`config.mk`:
```
export PLATFORM = sky130hd
export DESIGN_NAME = psimd_addsub
export DESIGN_NICKNAME = d
export VERILOG_FILES = /design/src/rtl/psimd_pkg.sv /design/src/rtl/psimd_lane.sv /design/src/rtl/psimd_bank.sv /design/src/rtl/psimd_stage.sv /design/src/rtl/psimd_addsub.sv
export SDC_FILE = /design/constraint.sdc
export NUM_CORES = 1
export LEC_CHECK = 0
export ABC_AREA = 1
export CAP_MARGIN = 10
export CORE_ASPECT_RATIO = 0.8
export CORE_UTILIZATION = 55
export CTS_CLUSTER_DIAMETER = 100
export DETAILED_ROUTE_END_ITERATION = 10
export DONT_BUFFER_PORTS = 1
export PLACE_DENSITY = 0.66
export SLEW_MARGIN = 20
export SYNTH_ARGS = -nofsm -noshare
export SYNTH_HDL_FRONTEND = slang
export SYNTH_SLANG_ARGS = --single-unit
```
`constraint.sdc`:
```
create_clock -name clk -period 3.5 [get_ports clk]
set_input_delay 0.525 -clock clk [delete_from_list [all_inputs] [get_ports clk]]
set_output_delay 0.525 -clock clk [all_outputs]
set_load 0.05 [all_outputs]
```
`src/rtl/psimd_pkg.sv`:
```
package psimd_pkg;

  typedef enum logic [1:0] {
    LW_8    = 2'd0,
    LW_16   = 2'd1,
    LW_32   = 2'd2,
    LW_32_B = 2'd3
  } lane_w_t;

  typedef enum logic [1:0] {
    OV_WRAP   = 2'd0,
    OV_SSAT   = 2'd1,
    OV_USAT   = 2'd2,
    OV_WRAP_B = 2'd3
  } ovf_mode_t;

  localparam int NUM_WIDTHS = 3;

  // lane width in bits for bank index g (8, 16, 32)
  function automatic int bank_width(input int g);
    return 8 << g;
  endfunction

endpackage

```
`src/rtl/psimd_lane.sv`:
```
module psimd_lane
  import psimd_pkg::*;
#(
  parameter int W = 8
) (
  input  logic [W-1:0] a,
  input  logic [W-1:0] b,
  input  logic         sub,
  input  ovf_mode_t    mode,
  output logic [W-1:0] res,
  output logic         clip_hi,
  output logic         clip_lo
);

  localparam logic [W-1:0] S_MAX = {1'b0, {(W-1){1'b1}}};
  localparam logic [W-1:0] S_MIN = {1'b1, {(W-1){1'b0}}};

  // raw lane sum with carry-out; subtraction as a + ~b + 1
  function automatic logic [W:0] lane_sum(input logic [W-1:0] x,
                                          input logic [W-1:0] y,
                                          input logic         neg);
    logic [W-1:0] yy;
    yy = neg ? ~y : y;
    return {1'b0, x} + {1'b0, yy} + {{W{1'b0}}, neg};
  endfunction

  // signed overflow: operands agree in sign, result disagrees
  function automatic logic signed_ovf(input logic sa, input logic sb_eff,
                                      input logic sr);
    return (sa == sb_eff) && (sr != sa);
  endfunction

  logic [W:0]   sum;
  logic [W-1:0] raw;
  logic         carry;
  logic         s_ovf;
  logic         u_ovf;

  always_comb begin
    sum   = lane_sum(a, b, sub);
    raw   = sum[W-1:0];
    carry = sum[W];
    s_ovf = signed_ovf(a[W-1], b[W-1] ^ sub, raw[W-1]);
    u_ovf = sub ? ~carry : carry;

    clip_hi = 1'b0;
    clip_lo = 1'b0;
    unique case (mode)
      OV_SSAT: begin
        clip_hi = s_ovf & ~a[W-1];
        clip_lo = s_ovf &  a[W-1];
      end
      OV_USAT: begin
        clip_hi = u_ovf & ~sub;
        clip_lo = u_ovf &  sub;
      end
      default: ;
    endcase

    if (clip_hi)
      res = (mode == OV_SSAT) ? S_MAX : {W{1'b1}};
    else if (clip_lo)
      res = (mode == OV_SSAT) ? S_MIN : {W{1'b0}};
    else
      res = raw;
  end

endmodule

```
`src/rtl/psimd_bank.sv`:
```
module psimd_bank
  import psimd_pkg::*;
#(
  parameter int DATA_W = 64,
  parameter int W      = 8
) (
  input  logic [DATA_W-1:0]   a,
  input  logic [DATA_W-1:0]   b,
  input  logic                sub,
  input  ovf_mode_t           mode,
  output logic [DATA_W-1:0]   res,
  output logic [DATA_W/8-1:0] clip_hi,
  output logic [DATA_W/8-1:0] clip_lo
);

  localparam int LANES = DATA_W / W;
  localparam int BPL   = W / 8;

  for (genvar k = 0; k < LANES; k++) begin : g_lane
    logic hi_k;
    logic lo_k;
    psimd_lane #(.W(W)) lane_i (
      .a       (a[k*W +: W]),
      .b       (b[k*W +: W]),
      .sub     (sub),
      .mode    (mode),
      .res     (res[k*W +: W]),
      .clip_hi (hi_k),
      .clip_lo (lo_k)
    );
    // spread each lane event over the bytes it covers
    assign clip_hi[k*BPL +: BPL] = {BPL{hi_k}};
    assign clip_lo[k*BPL +: BPL] = {BPL{lo_k}};
  end

endmodule

```
`src/rtl/psimd_stage.sv`:
```
module psimd_stage #(
  parameter int DATA_W = 64
) (
  input  logic              clk,
  input  logic              rst,
  input  logic              load,
  input  logic [DATA_W-1:0] d,
  output logic              q_valid,
  output logic [DATA_W-1:0] q
);

  always_ff @(posedge clk) begin
    if (rst) begin
      q_valid <= 1'b0;
      q       <= '0;
    end else begin
      q_valid <= load;
      if (load) q <= d;
    end
  end

endmodule

```
`src/rtl/psimd_addsub.sv`:
```
module psimd_addsub
  import psimd_pkg::*;
#(
  parameter int DATA_W = 64
) (
  input  logic              clk,
  input  logic              rst,
  input  logic              in_valid,
  input  logic [DATA_W-1:0] op_a,
  input  logic [DATA_W-1:0] op_b,
  input  logic [1:0]        lane_sel,
  input  logic              sub_en,
  input  logic [1:0]        mode_sel,
  output logic              out_valid,
  output logic [DATA_W-1:0] out_data
);

  localparam int BYTES = DATA_W / 8;

  ovf_mode_t mode;
  lane_w_t   lw;
  assign mode = ovf_mode_t'(mode_sel);
  assign lw   = lane_w_t'(lane_sel);

  logic [DATA_W-1:0] bank_res [NUM_WIDTHS];
  logic [BYTES-1:0]  bank_hi  [NUM_WIDTHS];
  logic [BYTES-1:0]  bank_lo  [NUM_WIDTHS];

  for (genvar g = 0; g < NUM_WIDTHS; g++) begin : g_bank
    psimd_bank #(.DATA_W(DATA_W), .W(bank_width(g))) bank_i (
      .a       (op_a),
      .b       (op_b),
      .sub     (sub_en),
      .mode    (mode),
      .res     (bank_res[g]),
      .clip_hi (bank_hi[g]),
      .clip_lo (bank_lo[g])
    );
  end

  // selected result and per-byte clamp events, brought out for checking
  logic [DATA_W-1:0] next_data;
  logic [BYTES-1:0]  lane_clip_hi;
  logic [BYTES-1:0]  lane_clip_lo;

  always_comb begin
    unique case (lw)
      LW_8: begin
        next_data    = bank_res[0];
        lane_clip_hi = bank_hi[0];
        lane_clip_lo = bank_lo[0];
      end
      LW_16: begin
        next_data    = bank_res[1];
        lane_clip_hi = bank_hi[1];
        lane_clip_lo = bank_lo[1];
      end
      default: begin
        next_data    = bank_res[2];
        lane_clip_hi = bank_hi[2];
        lane_clip_lo = bank_lo[2];
      end
    endcase
  end

  psimd_stage #(.DATA_W(DATA_W)) stage_i (
    .clk     (clk),
    .rst     (rst),
    .load    (in_valid),
    .d       (next_data),
    .q_valid (out_valid),
    .q       (out_data)
  );

endmodule

```
; Word-level counts from Yosys, hierarchy flattened
; Index checks and enable logic that the tools add are counted.
[word_totals]
regBits = 65
out_inout_bits = 65
elab_cells = 262
[classes]
addsub = 28
n_eq_ne = 25
mux = 91
n_bitwise = 101
n_reduce_logical = 15
[op_table]
columns = operator, n
row1 = two-way mux 32 bit, 8
row2 = two-way mux 16 bit, 14
row3 = two-way mux 8 bit, 26
row4 = one-hot mux 64 bit (2 select lines), 1
row5 = adder 8 x 8 -> 9 bit, 8
row6 = adder 9 x 1 -> 9 bit, 8
row7 = adder 16 x 16 -> 17 bit, 4
row8 = adder 17 x 1 -> 17 bit, 4
row9 = adder 32 x 32 -> 33 bit, 2
row10 = adder 33 x 1 -> 33 bit, 2
row11 = inverter 16 bit, 4
row12 = inverter 32 bit, 2
row13 = inverter 8 bit, 8
row14 = AND 1 bit, 56
row15 = one-hot mux 1 bit (2 select lines), 28
row16 = inverter 1 bit, 23
row17 = logical AND 1 bit, 14
row18 = two-way mux 1 bit, 14
row19 = != test 1 bit, 14
row20 = equality test 1 bit, 8
row21 = bitwise XOR 1 bit, 8
row22 = equality test 2 x 1 -> 1 bit (second input constant), 2
row23 = equality test 2 bit (second input constant), 1
row24 = zero test 2 bit, 1

; Depth between registers and ports, before layout
[logic_depth]
ltp_word = 11
mapped_depth = 22
ltp_nobuf = 20

; By module
; Synthesis repeated with hierarchy kept, for this count alone.
[unflattened]
hier_cells = 3324
area_unflattened_um2 = 20774.9
[modules_own_cells]
columns = module, instances, cells_each, area_per_inst_um2, seq_area_each_um2
row1 = psimd_lane (g_bank[2].bank_i.g_lane[0].lane_i), 1, 464, 2827.7, 0.0
row2 = psimd_lane (g_bank[2].bank_i.g_lane[1].lane_i), 1, 464, 2822.7, 0.0
row3 = psimd_lane (g_bank[0].bank_i.g_lane[4].lane_i ...), 4, 105, 691.9, 0.0
row4 = psimd_lane (g_bank[1].bank_i.g_lane[0].lane_i ...), 2, 204, 1327.5, 0.0
row5 = psimd_lane (g_bank[0].bank_i.g_lane[0].lane_i ...), 4, 105, 661.9, 0.0
row6 = psimd_stage, 1, 408, 2646.3, 1301.2
row7 = psimd_lane (g_bank[1].bank_i.g_lane[3].lane_i), 1, 204, 1357.6, 0.0
row8 = psimd_addsub, 1, 284, 1346.3, 0.0
row9 = psimd_lane (g_bank[1].bank_i.g_lane[2].lane_i), 1, 204, 1343.8, 0.0
row10 = psimd_bank, 3, 16, 120.1, 0.0

; Worst setup path after synthesis
; OpenSTA, ideal clock, no wires.
[synth_path]
kind = input -> register
from = input port sub_en
to = register stage_i.q[13]
setup_time_ps = 122
arrival_ps = 3133
t_required_ps = 3378
path_slack_ps = 245
stages = 19
n_path_buf = 3
path_cell_list = buf_6 -> clkbuf_1 -> buf_2 -> xor2_1 -> ha_1 -> nand2_1 -> inv_1 -> o211ai_1 -> nand2_1 -> nand2_1 -> nand2_1 -> o21ai_0 -> nand2_1 -> nand2_1 -> nand2_1 -> nand2_1 -> nand2_1 -> a21oi_1 -> a21oi_2
[synth_between]
elab_chain_len = 10
elab_cells_between_ends = 51
classes_between = 6 x add/sub / 5 x eq/ne / 19 x mux / 18 x bitwise / 3 x reduce/logical
[synth_rtl]
columns = item, line_no
row1 = from (decl), psimd_addsub.sv:12  ; input logic sub_en,
row2 = two-way mux 32 bit (tied with other cells), psimd_lane.sv:23  ; yy = neg ? ~y : y;
row3 = adder 32 x 32 -> 33 bit (tied with other cells), psimd_lane.sv:24  ; return {1'b0, x} + {1'b0, yy} + {{W{1'b0}}, neg};
row4 = adder 33 x 1 -> 33 bit (tied with other cells), psimd_lane.sv:24
row5 = != test 1 bit or inverter 1 bit (tied branches), "psimd_lane.sv:30, psimd_lane.sv:44"
row6 = logical AND 1 bit or two-way mux 1 bit (tied branches), "psimd_lane.sv:30, psimd_lane.sv:44"
row7 = "AND 1 bit, on equally long branches", "psimd_lane.sv:51, psimd_lane.sv:55"
row8 = one-hot mux 1 bit (2 select lines), psimd_lane.sv:48  ; unique case (mode)
row9 = two-way mux 32 bit (tied with other cells), psimd_lane.sv:62  ; else if (clip_lo)
row10 = two-way mux 32 bit (tied with other cells), psimd_lane.sv:60  ; if (clip_hi)
row11 = one-hot mux 64 bit (2 select lines) (*), psimd_addsub.sv:47  ; unique case (lw)
row12 = to (signal assigned), psimd_stage.sv:15  ; q <= '0;
row13 = to (signal assigned), psimd_stage.sv:18  ; if (load) q <= d;
row14 = to (decl), psimd_stage.sv:9  ; output logic [DATA_W-1:0] q
; Every way passes the cells marked *; elsewhere a longest branch is shown, timed or not.
; A chain may end at the register's enable or synchronous reset.

; Worst setup path in the final report
[layout_path]
from = input port sub_en
to = register stage_i.q[17]
; The elaborated chain is that of the path after synthesis.

==> results.toml <==
[run_status]
status = "complete, no violations"

[logic_synthesis]
syn_inst = 2139
yosys.area_share.adder = 0.0831
synth_compound_area_frac = 0.177
synth_seq_cells = 65
synth_top_family_by_area = "simple AND/OR/NAND/NOR gates"
netlist_area_sq_mm = 0.0120
yosysWarnings = 0
synth_nets = 2350
syn_area_per_cell_sq_um = 5.62
synth.distinct_cells = 45
synth_simple_gate_area_frac = 0.423
seq_area_frac_synth = 0.108
synthMuxAreaShare = 0
synth_xor_xnor_area_share = 0.109

[grt]
grt_antenna_before_repair = 1
grt_usage = 0.397
grt_start_max_net_pins = 127
grt_first_pass_wirelength_mm = 68.8
grt_pass1_vias = 11797
overflow = 0

[clocking]
clkLatencyLatePin_ps = 330
numCtsBuffers = 9
cts_resized = 0
cts_root_buf = "clkbuf_16"
cts_setup_buffers = 0
clk_pin_slew_ps = 50
htree_levels = 3
cts_buffer_depth = 2
cts_tree = "done"
clock-sinks = 65
holdBufCountCts = 0

[sta]
finalCritPeriodShare = 0.897
hold_viol = 0
worst_pin_slew_ps = 962
finalSetupTns_ps = 0
drv_slew = 0
min_period_ps = 3140
final.setup_skew_ps = 0
relSlewSlack = 0.357
rsz0062_at_grt = "no"
fmax_ghz = 0.318
setup_viol = 0

[setup_path]
path_common_cell = "nand2_1"
path_delay_family = "compound AO/OA/AOI/OAI gates"
path_cells = "xor2_1, ha_1, a21oi_1, o21ai_0, a21oi_1, o21ai_0, nand2_1, nand2_1, xor2_1, nand2_1, nand2_1, nand2_1, a21oi_2"
reg2reg_slack_ps = 2370
max_stage_delay_ps = 480
critPathMaxFanout = 75
r2r_start = "stage_i.q[25]"
cp.arrival_ps = 3410
cp.depth = 13
reg2regPathDepth = 2
worst_setup_path_end_kind = "flop"
timing.rr.end = "stage_i.q[25]"
cp_num_buf_inv = 0
slowest_stage = "a21oi_1"
startpoint = "sub_en"
crit_end = "stage_i.q[17]"
startpoint_type = "input pin"
worst_ep_required_time_ps = 3770
crit_type = "in -> reg"

[floorplanning]
core_sq_mm = 0.0211
die_x_um = 167
start_util = 0.571
die_area_sq_mm = 0.0225
die_h_um = 134
pin_count = 201
rows = 47

[finish]
num_antenna_cells = 0
final_nets = 2294
area_delta_synth_final_pct = 3.06
drive_above_1_share = 0.0814
final_area_sq_mm = 0.0124
utilization = 0.588

[power_and_ir_drop]
swShare = 0.535
peakVddDrop_uv = 291
p_clk_frac = 0.194
p_int_mw = 2.59
switching_power_mw = 2.98
total_power_mw = 5.58
power_density_mw_per_mm2 = 450
p_seq_frac = 0.211
power_frac_comb = 0.595
leakagePower_nw = 6.69

[place]
portBuffers = 0
place_hpwl_mm = 36.7
routabilityCongestion = 1.05
placed_area_sq_mm = 0.0120

[route]
wl_mm = 45.9
drt_pass1_iterations = 6
num_vias = 13773
drc = 0
final_antenna_net_count = 0
drt-wirelength-per-cell_um = 19.5
drtIter0Drc = 1878
vias_per_cell = 5.84

[worst_hold_path]
hp-class = "in -> reg"

[run]
cap_violations = 0
==> power groups by stage <==
stage	registers, mW	clock network (mW)	logic, mW
after global placement	1.19	0	3.10
after detailed placement	1.19	0	3.11
after global routing	1.19	1.12	3.60
after floorplan	1.17	0	2.30
final	1.18	1.08	3.32
after CTS	1.18	1.08	3.14
==> registers in the layout, indices dropped and copies added (netlist names) <==
register         flops
stage_i.q           64
stage_i.q_valid      1
==> cell families after synthesis <==
| family | Yosys count |
|---|---|
| AO/OA/AOI/OAI | 361 |
| AND/OR/NAND/NOR | 1227 |
| adder cells (fa/ha/maj) | 75 |
| buffers and inverters | 261 |
| flip-flops | 65 |
| XOR/XNOR | 150 |
==> metal layers <==
layer / routed length, um / track usage / share of wire / vias to the layer above
li1: - / - / - / 6716
met1: 21000 / 0.602 / 0.46 / 6121
met2: 15400 / 0.464 / 0.34 / 903
met3: 9180 / 0.234 / 0.20 / 31
met4: 254 / 0.0418 / 0.0055 / 2
met5: 13 / 0 / 0.00028 / -
==> cells in the mapped netlist (all sizes together) <==
| cell | n | area share |
|---|---|---|
| nand2 | 893 | 0.29 |
| a21oi | 209 | 0.10 |
| inv | 168 | 0.052 |
| nand3 | 145 | 0.061 |
| nor2 | 140 | 0.046 |
| xor2 | 134 | 0.098 |
| o21ai | 111 | 0.047 |
| ha | 67 | 0.070 |
| dfxtp | 65 | 0.11 |
| buf | 50 | 0.033 |
| clkbuf | 38 | 0.012 |
| nor3 | 18 | 0.0096 |
| xnor2 | 16 | 0.012 |
| o21bai | 12 | 0.0075 |
| or2 | 12 | 0.0062 |
| o21a | 10 | 0.0062 |
| a21boi | 9 | 0.0059 |
| fa | 8 | 0.013 |
| and2 | 7 | 0.0036 |
| nand4 | 6 | 0.0031 |
| clkinv | 5 | 0.0016 |
| a21o | 3 | 0.0019 |
| nand3b | 3 | 0.0019 |
| o211ai | 3 | 0.0019 |
| o22ai | 3 | 0.0016 |
| nor4 | 2 | 0.0016 |
| a31oi | 1 | 0.00052 |
| nand2b | 1 | 0.00052 |
==> layout make-up <==
type,count,area [sq um]
timing repair buffer,21,208
clock inverter,4,98.8
multi-input combinational,1813,9540
fill,2146,8660
sequential,65,1300
tap,269,337
clock buffer,12,256
inverter,173,649
==> placed cells by master, fill, tap and decap left out, drive strengths merged, types with 6 or more instances in the layout <==
cell type	synthesis	final
a21oi	209	209
nor3	18	18
and2	7	7
nand4	6	6
o21a	10	10
inv	168	168
nand3	145	145
buf	50	21
a21boi	9	9
fa	8	8
clkinv	5	6
nor2	140	140
xnor2	16	16
clkbuf	38	12
dfxtp	65	65
xor2	134	134
o21ai	111	111
ha	67	67
o21bai	12	12
nand2	893	893
or2	12	12
==> per-stage QoR <==
step           hold WS [ps]  setup WS [ps]  cells
4_1_cts                 252            652   2357
3_5_place_dp            600            324   2341
2_1_floorplan           597            245   2139
6_report                255            360   2357
5_1_grt                 260            269   2357
3_3_place_gp            598            334   2341
==> worst min path at each step <==
stage	depth (start not counted)	slack, ps	end	startpoint
final	1	260	stage_i.q_valid	rst
after global placement	1	600	stage_i.q_valid	rst
after global routing	1	260	stage_i.q_valid	rst
after floorplan	1	600	stage_i.q_valid	rst
after CTS	1	250	stage_i.q_valid	rst
after detailed placement	1	600	stage_i.q_valid	rst
(Power assumes the default switching activity.)
